**src/rtl/scaler_phase_pkg.sv**
```systemverilog
package scaler_phase_pkg;

  localparam int NUM_OPS = 4;
  localparam int OP_W = 2;

  // operation order: 0 h increment, 1 v increment, 2 h upscale, 3 v upscale
  typedef struct packed {
    logic            latch;
    logic            load;
    logic            step;
    logic            capture;
    logic [OP_W-1:0] op;
  } sclStrobe_t;

  typedef enum logic [2:0] {
    ST_IDLE,
    ST_LOAD,
    ST_DIV,
    ST_STORE,
    ST_FIN
  } sclState_t;

endpackage

```
**src/rtl/scaler_phase_ctrl.sv**
```systemverilog
module scaler_phase_ctrl
  import scaler_phase_pkg::*;
#(
  parameter int NPLANES = 4,
  parameter int DIM_W   = 16,
  parameter int QUO_W   = 32
) (
  input  logic               clk,
  input  logic               rstN,
  input  logic               start,
  input  logic [NPLANES-1:0] planeMask,
  input  logic [DIM_W-1:0]   srcW,
  input  logic [DIM_W-1:0]   srcH,
  input  logic [DIM_W-1:0]   dstW,
  input  logic [DIM_W-1:0]   dstH,
  output sclStrobe_t         strobe,
  output logic               busy,
  output logic               done,
  output logic               error,
  output logic               scaleEn
);

  localparam int STEP_W = $clog2(QUO_W + 1);
  localparam logic [STEP_W-1:0] LAST_STEP = STEP_W'(QUO_W - 1);
  localparam logic [OP_W-1:0]   LAST_OP   = OP_W'(NUM_OPS - 1);

  sclState_t         state, stateNext;
  logic [STEP_W-1:0] stepCnt;
  logic [OP_W-1:0]   opCnt;
  logic              accept, maskMulti, maskEmpty, dimZero, reject;

  always_comb begin
    accept    = (state == ST_IDLE) && start;
    maskMulti = |(planeMask & (planeMask - NPLANES'(1)));
    maskEmpty = (planeMask == '0);
    dimZero   = (srcW == '0) || (srcH == '0) || (dstW == '0) || (dstH == '0);
    reject    = maskMulti || maskEmpty || dimZero;

    strobe.latch   = accept;
    strobe.load    = (state == ST_LOAD);
    strobe.step    = (state == ST_DIV);
    strobe.capture = (state == ST_STORE);
    strobe.op      = opCnt;

    stateNext = state;
    unique case (state)
      ST_IDLE:  if (accept) stateNext = reject ? ST_FIN : ST_LOAD;
      ST_LOAD:  stateNext = ST_DIV;
      ST_DIV:   if (stepCnt == LAST_STEP) stateNext = ST_STORE;
      ST_STORE: stateNext = (opCnt == LAST_OP) ? ST_FIN : ST_LOAD;
      ST_FIN:   stateNext = ST_IDLE;
      default:  stateNext = ST_IDLE;
    endcase
  end

  always_ff @(posedge clk) begin
    if (!rstN) begin
      state   <= ST_IDLE;
      stepCnt <= '0;
      opCnt   <= '0;
      error   <= 1'b0;
      scaleEn <= 1'b0;
    end else begin
      state <= stateNext;
      if (accept) begin
        opCnt   <= '0;
        error   <= maskMulti || (!maskEmpty && dimZero);
        scaleEn <= !reject;
      end
      if (state == ST_LOAD) stepCnt <= '0;
      else if (state == ST_DIV) stepCnt <= stepCnt + STEP_W'(1);
      if (state == ST_STORE && opCnt != LAST_OP) opCnt <= opCnt + OP_W'(1);
    end
  end

  assign busy = (state == ST_LOAD) || (state == ST_DIV) || (state == ST_STORE);
  assign done = (state == ST_FIN);

  AST_MULTI_MASK_REJECT: assert property (@(posedge clk) disable iff (!rstN)
    (state == ST_IDLE && start && $countones(planeMask) > 1) |=> (error && !scaleEn && done));
  AST_EMPTY_MASK_IDLE: assert property (@(posedge clk) disable iff (!rstN)
    (state == ST_IDLE && start && planeMask == '0) |=> (!error && !scaleEn && done));
  AST_DONE_SINGLE: assert property (@(posedge clk) disable iff (!rstN)
    done |=> !done);
  AST_ZERO_DIM_REJECT: assert property (@(posedge clk) disable iff (!rstN)
    (state == ST_IDLE && start && $onehot0(planeMask) && planeMask != '0 &&
     (srcW == '0 || dstH == '0 || srcH == '0 || dstW == '0)) |=> (error && done));
  AST_BUSY_BLOCKS_START: assert property (@(posedge clk) disable iff (!rstN)
    (busy && start) |=> ($stable(error) && $stable(scaleEn)));

endmodule

```
**src/rtl/scaler_phase_datapath.sv**
```systemverilog
module scaler_phase_datapath
  import scaler_phase_pkg::*;
#(
  parameter int DIM_W    = 16,
  parameter int PH_BITS  = 4,
  parameter int PH_EXTRA = 12
) (
  input  logic                         clk,
  input  logic                         rstN,
  input  sclStrobe_t                   strobe,
  input  logic [DIM_W-1:0]             srcW,
  input  logic [DIM_W-1:0]             srcH,
  input  logic [DIM_W-1:0]             dstW,
  input  logic [DIM_W-1:0]             dstH,
  output logic                         enhEn,
  output logic [2*DIM_W-PH_EXTRA-1:0]  hInitPhase,
  output logic [2*DIM_W-PH_EXTRA-1:0]  vInitPhase,
  output logic [2*DIM_W-1:0]           hDeltaPhase,
  output logic [2*DIM_W-1:0]           vDeltaPhase,
  output logic [2*DIM_W-1:0]           hUpFactor,
  output logic [2*DIM_W-1:0]           vUpFactor
);

  localparam int FRAC_W = PH_BITS + PH_EXTRA;
  localparam int QUO_W  = DIM_W + FRAC_W;
  localparam int INIT_W = QUO_W - PH_EXTRA;

  logic [DIM_W-1:0] srcWq, srcHq, dstWq, dstHq, divisorQ;
  logic [DIM_W:0]   remQ;
  logic [QUO_W-1:0] quoQ;
  logic             divActive;
  logic [QUO_W-1:0] resQ [NUM_OPS];

  logic [QUO_W-1:0] loadNum;
  logic [DIM_W-1:0] loadDen;
  logic [DIM_W:0]   shifted;
  logic [DIM_W+1:0] diff;

  always_comb begin
    unique case (strobe.op)
      2'd0:    begin loadNum = {srcWq, {FRAC_W{1'b0}}}; loadDen = dstWq; end
      2'd1:    begin loadNum = {srcHq, {FRAC_W{1'b0}}}; loadDen = dstHq; end
      2'd2:    begin loadNum = {dstWq, {FRAC_W{1'b0}}}; loadDen = srcWq; end
      default: begin loadNum = {dstHq, {FRAC_W{1'b0}}}; loadDen = srcHq; end
    endcase
    shifted = {remQ[DIM_W-1:0], quoQ[QUO_W-1]};
    diff    = {1'b0, shifted} - {2'b00, divisorQ};
  end

  always_ff @(posedge clk) begin
    if (!rstN) begin
      srcWq <= '0; srcHq <= '0; dstWq <= '0; dstHq <= '0;
      divisorQ <= '0; remQ <= '0; quoQ <= '0; divActive <= 1'b0;
      for (int i = 0; i < NUM_OPS; i++) resQ[i] <= '0;
    end else begin
      if (strobe.latch) begin
        srcWq <= srcW; srcHq <= srcH; dstWq <= dstW; dstHq <= dstH;
        for (int i = 0; i < NUM_OPS; i++) resQ[i] <= '0;
      end
      if (strobe.load) begin
        quoQ      <= loadNum;
        divisorQ  <= loadDen;
        remQ      <= '0;
        divActive <= 1'b1;
      end else if (strobe.step) begin
        if (!diff[DIM_W+1]) begin
          remQ <= diff[DIM_W:0];
          quoQ <= {quoQ[QUO_W-2:0], 1'b1};
        end else begin
          remQ <= shifted;
          quoQ <= {quoQ[QUO_W-2:0], 1'b0};
        end
      end
      if (strobe.capture) begin
        resQ[strobe.op] <= quoQ;
        divActive       <= 1'b0;
      end
    end
  end

  function automatic logic [INIT_W-1:0] initFromDelta(input logic [QUO_W-1:0] delta);
    logic [INIT_W:0] t;
    t = {1'b0, delta[QUO_W-1:PH_EXTRA]} + (INIT_W+1)'(1);
    return t[INIT_W:1];
  endfunction

  assign hDeltaPhase = resQ[0];
  assign vDeltaPhase = resQ[1];
  assign hUpFactor   = resQ[2];
  assign vUpFactor   = resQ[3];
  assign hInitPhase  = initFromDelta(resQ[0]);
  assign vInitPhase  = initFromDelta(resQ[1]);
  assign enhEn = (resQ[2][QUO_W-1:FRAC_W] >= DIM_W'(2)) ||
                 (resQ[3][QUO_W-1:FRAC_W] >= DIM_W'(2));

  AST_REM_BELOW_DIVISOR: assert property (@(posedge clk) disable iff (!rstN)
    divActive |-> (remQ < {1'b0, divisorQ}));
  AST_RESULTS_HELD: assert property (@(posedge clk) disable iff (!rstN)
    (!strobe.latch && !strobe.capture) |=> $stable({resQ[0], resQ[1], resQ[2], resQ[3]}));

endmodule

```
**src/rtl/scaler_phase_calc.sv**
```systemverilog
module scaler_phase_calc
  import scaler_phase_pkg::*;
#(
  parameter int NPLANES = 4,
  parameter int DIM_W   = 16
) (
  input  logic               clk,
  input  logic               rstN,
  input  logic               start,
  input  logic [NPLANES-1:0] planeMask,
  input  logic [DIM_W-1:0]   srcW,
  input  logic [DIM_W-1:0]   srcH,
  input  logic [DIM_W-1:0]   dstW,
  input  logic [DIM_W-1:0]   dstH,
  output logic               busy,
  output logic               done,
  output logic               error,
  output logic               scaleEn,
  output logic               enhEn,
  output logic [2*DIM_W-13:0] hInitPhase,
  output logic [2*DIM_W-13:0] vInitPhase,
  output logic [2*DIM_W-1:0] hDeltaPhase,
  output logic [2*DIM_W-1:0] vDeltaPhase,
  output logic [2*DIM_W-1:0] hUpFactor,
  output logic [2*DIM_W-1:0] vUpFactor
);

  localparam int PH_BITS  = 4;
  localparam int PH_EXTRA = 12;
  localparam int QUO_W    = DIM_W + PH_BITS + PH_EXTRA;

  sclStrobe_t strobe;

  scaler_phase_ctrl #(
    .NPLANES(NPLANES), .DIM_W(DIM_W), .QUO_W(QUO_W)
  ) uCtrl (
    .clk(clk), .rstN(rstN), .start(start), .planeMask(planeMask),
    .srcW(srcW), .srcH(srcH), .dstW(dstW), .dstH(dstH),
    .strobe(strobe), .busy(busy), .done(done), .error(error), .scaleEn(scaleEn)
  );

  scaler_phase_datapath #(
    .DIM_W(DIM_W), .PH_BITS(PH_BITS), .PH_EXTRA(PH_EXTRA)
  ) uPath (
    .clk(clk), .rstN(rstN), .strobe(strobe),
    .srcW(srcW), .srcH(srcH), .dstW(dstW), .dstH(dstH),
    .enhEn(enhEn), .hInitPhase(hInitPhase), .vInitPhase(vInitPhase),
    .hDeltaPhase(hDeltaPhase), .vDeltaPhase(vDeltaPhase),
    .hUpFactor(hUpFactor), .vUpFactor(vUpFactor)
  );

endmodule

```
**config.mk**
```make
export PLATFORM = sky130hd
export DESIGN_NAME = scaler_phase_calc
export DESIGN_NICKNAME = d
export VERILOG_FILES = /design/src/rtl/scaler_phase_pkg.sv /design/src/rtl/scaler_phase_ctrl.sv /design/src/rtl/scaler_phase_datapath.sv /design/src/rtl/scaler_phase_calc.sv
export SDC_FILE = /design/constraint.sdc
export NUM_CORES = 1
export LEC_CHECK = 0
export ABC_CLOCK_PERIOD_IN_PS = 2600
export BUFFER_PORTS_ARGS = -buffer_cell sky130_fd_sc_hd__buf_2
export CORE_MARGIN = 3
export CORE_UTILIZATION = 50
export DETAILED_ROUTE_END_ITERATION = 10
export GPL_ROUTABILITY_DRIVEN = 0
export PLACE_DENSITY = 0.87
export SLEW_MARGIN = 40
export SYNTH_ARGS = -nofsm -noshare
export SYNTH_HDL_FRONTEND = slang
export SYNTH_SLANG_ARGS = --single-unit
```
**constraint.sdc**
```tcl
create_clock -name clk -period 2.6 [get_ports clk]
set_input_delay 0.26 -clock clk [delete_from_list [all_inputs] [get_ports clk]]
set_output_delay 0.26 -clock clk [all_outputs]
set_load 0.05 [all_outputs]
```
======== Word level (Yosys, flattened, before mapping) ========
Memories as Yosys holds them, arrays and structs flattened.
Cells that the tools add are included.
word-level totals
  flip-flop bits (word level) ............. 141
  bits in writable memories ............... 128
  input bits .............................. 71
  output and inout bits ................... 173
  word-level logic and storage cells ...... 92
  memories ................................ 1
memory list
  memory      depth  bits a word  rd ports  clocked after Yosys merged registers in  wr ports  RTL line                     source
  uPath.resQ  4      32           4         0                                        4         scaler_phase_datapath.sv:32  logic [QUO_W-1:0] resQ [NUM_OPS];
cells by class
  add/sub/neg operators ................... 6
  $lt $le $gt $ge ......................... 2
  equal/unequal tests ..................... 11
  multiplexer cells ....................... 27
  bitwise logic cells ..................... 6
  reductions and logical operators ........ 27
operator list
  operator                                               number
  2-to-1 mux 32 bit                                      7
  case mux 32 bit (3 select lines)                       1
  logical NOT 16 bit                                     4
  case mux 16 bit (3 select lines)                       1
  adder 20 x 1 -> 21 bit (second input constant)         2
  >= comparator 16 x 2 -> 1 bit (second input constant)  2
  OR reduction 32 bit                                    1
  subtractor 17 x 16 -> 18 bit                           1
  2-to-1 mux 16 bit                                      1
  2-to-1 mux 3 bit                                       4
  case mux 3 bit (4 select lines)                        1
  logical OR 1 bit                                       9
  2-to-1 mux 1 bit                                       9
  adder 6 x 1 -> 6 bit (second input constant)           1
  equality test 3 x 2 -> 1 bit (second input constant)   2
  equality test 6 x 5 -> 1 bit (second input constant)   1
  2-to-1 mux 2 bit                                       3
  bitwise AND 4 bit                                      1
  equality test 2 bit (second input constant)            2
  logical NOT 4 bit                                      1
  != test 2 x 1 -> 1 bit (second input constant)         2
  bitwise OR 1 bit                                       4
  nonzero test 2 bit                                     2
  OR reduction 4 bit                                     1
  other kinds (13)                                       16

======== Longest topological paths before layout ========
  word-level depth ........................ 8
  gate-level depth with buffers ........... 11
  depth with buffers taken out ............ 10

======== Cells and area by module ========
A second synthesis with hierarchy kept.
second synthesis, totals
  cell total of the unflattened synthesis .. 1177
  area total of the unflattened synthesis .. 12841.1 um^2
modules (own cells, without submodules)
  module                 instances  cells each  area each (um^2)  sequential area each (um^2)
  scaler_phase_datapath  1          1071        11942.7           6406.1
  scaler_phase_ctrl      1          106         898.4             260.2

======== Worst setup path after synthesis ========
No wires, ideal clock.
  kind .................................... reg-to-output
  start ................................... memory uPath.resQ[1][13]
  end ..................................... output port vInitPhase[17]
  arrival ................................. 2563 ps
  data required time ...................... 2340 ps
  path slack .............................. -223 ps
  stages on the path, launching flop included .. 6
  buffers on the path ..................... 0
  path through ............................ edfxtp_1 ha_1 nand2_1 nor4_1 nand3_1 xnor2_1
RTL lines
  item         RTL line                     source
  from (decl)  scaler_phase_datapath.sv:32
  to (decl)    scaler_phase_calc.sv:21      output logic [2*DIM_W-13:0] vInitPhase,

==> metrics.csv <==
metric;value;unit
status;finished with violations;
failing checks;design-rule violations;
most frequent cells in the layout;buf_2, nand2_1, dfxtp_1;
GR Util All Layers;0.2510;
Synth area leader;edfxtp_1;
max-slew violation count;0;
via count;11140;
Levels on crit path;8;
CP Buf/Inv Count;2;
Leak;6.843;nW
Worst EP required;2340;ps
combinational cell fraction of total power;0.225;
vias in the first global route;10270;
1st-iter DRT viols;1354;
layout cells sized above 1;0.2383;
synth warn;0;
slowest CP cell;edfxtp_1;
CTS tree;built;
VDD IR max;0.4856;mV
Chip Width;164.8;µm
Pwr Density;722.9;nW/µm²
worst hold margin;2.758;ps
FF-to-FF setup slack;100;ps
global route overflow;0;
commonest non-fill, non-tap cell in the layout;buf_2;
num rows;57;
Final Setup Violations;0;
Area contributors post-synth;edfxtp_1, dfxtp_1, nand2_1, and3_1, a21boi_0;
post-layout util;0.6280;
Area growth syn-to-layout;22.18;%
PortBufs;243;
Setup CP Type;register to output port;
syn_nets;1372;
drt drc;5;
register area share after synthesis;0.5287;
crit-path max FO;6;
Pwr Total;11.14;mW
worst setup path end;hInitPhase[14];
Clock Skew;24.87;ps
Mapped Cells;1277;
critical path endpoint category;output port;
first-pass GRT wire length;54.21;mm
R2R Path End;uPath.remQ[9];
length of the first detailed-routing pass in iterations;11;
Sw Pwr;3.635;mW
crit path launch type;register;
Syn Area/Cell;9.874;µm²
most frequent CP cell;nand3_1;
post-synth top area share;0.3048;
Clk Latency, worst-skew pair;540;ps
critical-path cell list;and3_1 > nand3_1 > nor2_1 > buf_4 > nand3_1 > nor2_2 > xor2_2 > buf_6;
endpoints failing hold;0;
Sw Share;0.3264;
nets;1610;
final wirelength;36.28;mm
Post-Syn Area;12610;µm²
WL per Instance;19.51;µm
CP startpoint;uPath.resQ[0][14];
placed instance area;14190;µm²
placed wire-length estimate;25.09;mm
cell family with most CP delay;simple AND/OR/NAND/NOR gates;
Least-Margin Pin Slew;713.3;ps
Ports;244;
Sink Count;269;
largest net degree at the start of global routing;125;
post-route minimum period;2578;ps
Int Pwr;7.502;mW
Final Instance Area;15410;µm²
RSZ-0062 raised after global routing;true;
Worst EP arrival;2320;ps
Place WS;85.73;ps
max cap viols;0;
H-tree depth;1;
Clock Tree Root;clkbuf_16;
die height;164.8;µm
EDFF count, synth;128;
total core area;24530;µm²
Clock transition at path regs;60;ps
CTS Buf Count;27;
maximum clock rate;0.3880;GHz
CP peak stage delay;450;ps
Cell variety after synth;63;
Reg power frac;0.453;
antenna-violating nets left;0;
FF+latch count, synth;269;
class of the worst hold path;primary input to register;
CTS Buffer Depth;3;
Async SR Flop Fraction;0;
Worst slew margin;0.5245;
antenna violations before repair;0;
Reg-to-Reg Start;uPath.divisorQ[6];
top_reg_cell synth;dfxtp_1;
Vias/cell;5.987;
n_diodes;0;
Clk pwr share;0.321;
final worst-path cycle share;0.9914;
Die Area;27160;µm²
final setup margin;22.35;ps
Initial Util;0.5140;
Worst Reg2Reg Path Length in Cells;11;
cell usage after synthesis, types with 2 or more instances:
master / count
and2_1: 4
or4_1: 4
a21o_1: 4
or3_1: 4
o221ai_1: 14
nor2b_1: 20
buf_1: 5
a222oi_1: 32
o31ai_1: 2
and4_1: 4
a21oi_1: 39
nand2_1: 230
a22oi_1: 16
or2_2: 2
mux2i_1: 3
inv_1: 22
nor4_1: 25
nor2_1: 31
o21ai_0: 40
clkbuf_1: 83
o211ai_1: 22
xor2_1: 15
o21a_1: 2
buf_6: 2
clkbuf_8: 2
o22ai_1: 2
nand3_1: 29
xnor2_1: 35
nand4_1: 17
and3_1: 137
a21boi_0: 83
nand2b_1: 4
edfxtp_1: 128
ha_1: 23
nor3_1: 17
a31oi_1: 7
a211oi_1: 2
dfxtp_1: 141
metal layers:
layer / track usage / part of all wire
met2: 0.4360 / 0.49
met5: 0 / 0
met4: 0.08120 / 0.029
met3: 0.03737 / 0.090
met1: 0.3222 / 0.39
how the worst min path moves through the flow:
| stage | startpoint | to | slack (ps) | cells after the start |
|---|---|---|---|---|
| after floorplan | dstW[10] | uPath.dstWq[10] | 400 | 2 |
| after global placement | uPath.divisorQ[8] | uPath.divisorQ[8] | 460 | 2 |
| after detailed placement | uPath.divisorQ[2] | uPath.divisorQ[2] | 460 | 2 |
| after CTS | dstH[2] | uPath.dstHq[2] | 2 | 3 |
| after global routing | dstH[2] | uPath.dstHq[2] | 20 | 3 |
| final | dstH[2] | uPath.dstHq[2] | 3 | 3 |
stage by stage:
stage	instances	setup TNS [ps]
floorplan	1277	-14.60
global placement	1779	0
detailed placement	1779	0
CTS	1856	0
global route	1860	-293.5
finish	1860	0
power groups by stage:
stage	Sequential [mW]	Combinational, mW	Clock [mW]
after floorplan	5.61	1.27	0
after global placement	5.11	2.36	0
after detailed placement	5.13	2.41	0
after CTS	5.04	2.45	3.62
after global routing	5.08	2.68	3.79
final	5.05	2.51	3.58
cell type report:
type                    count  area [µm²]
clock buffers              37       733.2
clock inverters            13       77.57
fillers                  1920        9128
inverters                  23       86.33
multi-input cells         889        5637
flip-flops and latches    269        6666
well taps                 324       405.4
repair buffers            305        1800
cell families (layout without fill, tap and decap cells):
family / Yosys count / count (layout) / share of synthesized area
AO/OA/AOI/OAI: 275 / 275 / 0.1564
multiplexers: 3 / 3 / 0.002382
adder cells (fa/ha/maj): 25 / 25 / 0.02520
buffers and inverters: 119 / 378 / 0.04039
AND/OR/NAND/NOR: 536 / 536 / 0.2122
XOR/XNOR: 50 / 50 / 0.03473
flip-flops: 269 / 269 / 0.5287
flip-flops by register name, indices dropped and copies added (netlist names):
signal,count
uCtrl.opCnt,2
uPath.srcWq,16
uCtrl.state,3
uPath.quoQ,32
uCtrl.stepCnt,6
uPath.dstWq,16
uPath.dstHq,16
uPath.remQ,16
uCtrl.scaleEn,1
uCtrl.error,1
uPath.resQ,128
uPath.srcHq,16
uPath.divisorQ,16
what timing repair did:
item	CTS	global route
endpoints found under the hold margin	27	0
pin swaps	1	2
buffers inserted	0	4
hold buffers	27	0
setup endpoints to repair	10	20
gates resized for setup	9	22
worst min-delay path: cells and delay by family:
family / cells / cell delay [ps]
buf+inv: 1 / 110
simple gates: 1 / 50
compound gates: 1 / 70
No activity file was read; power rests on OpenSTA's default activity.
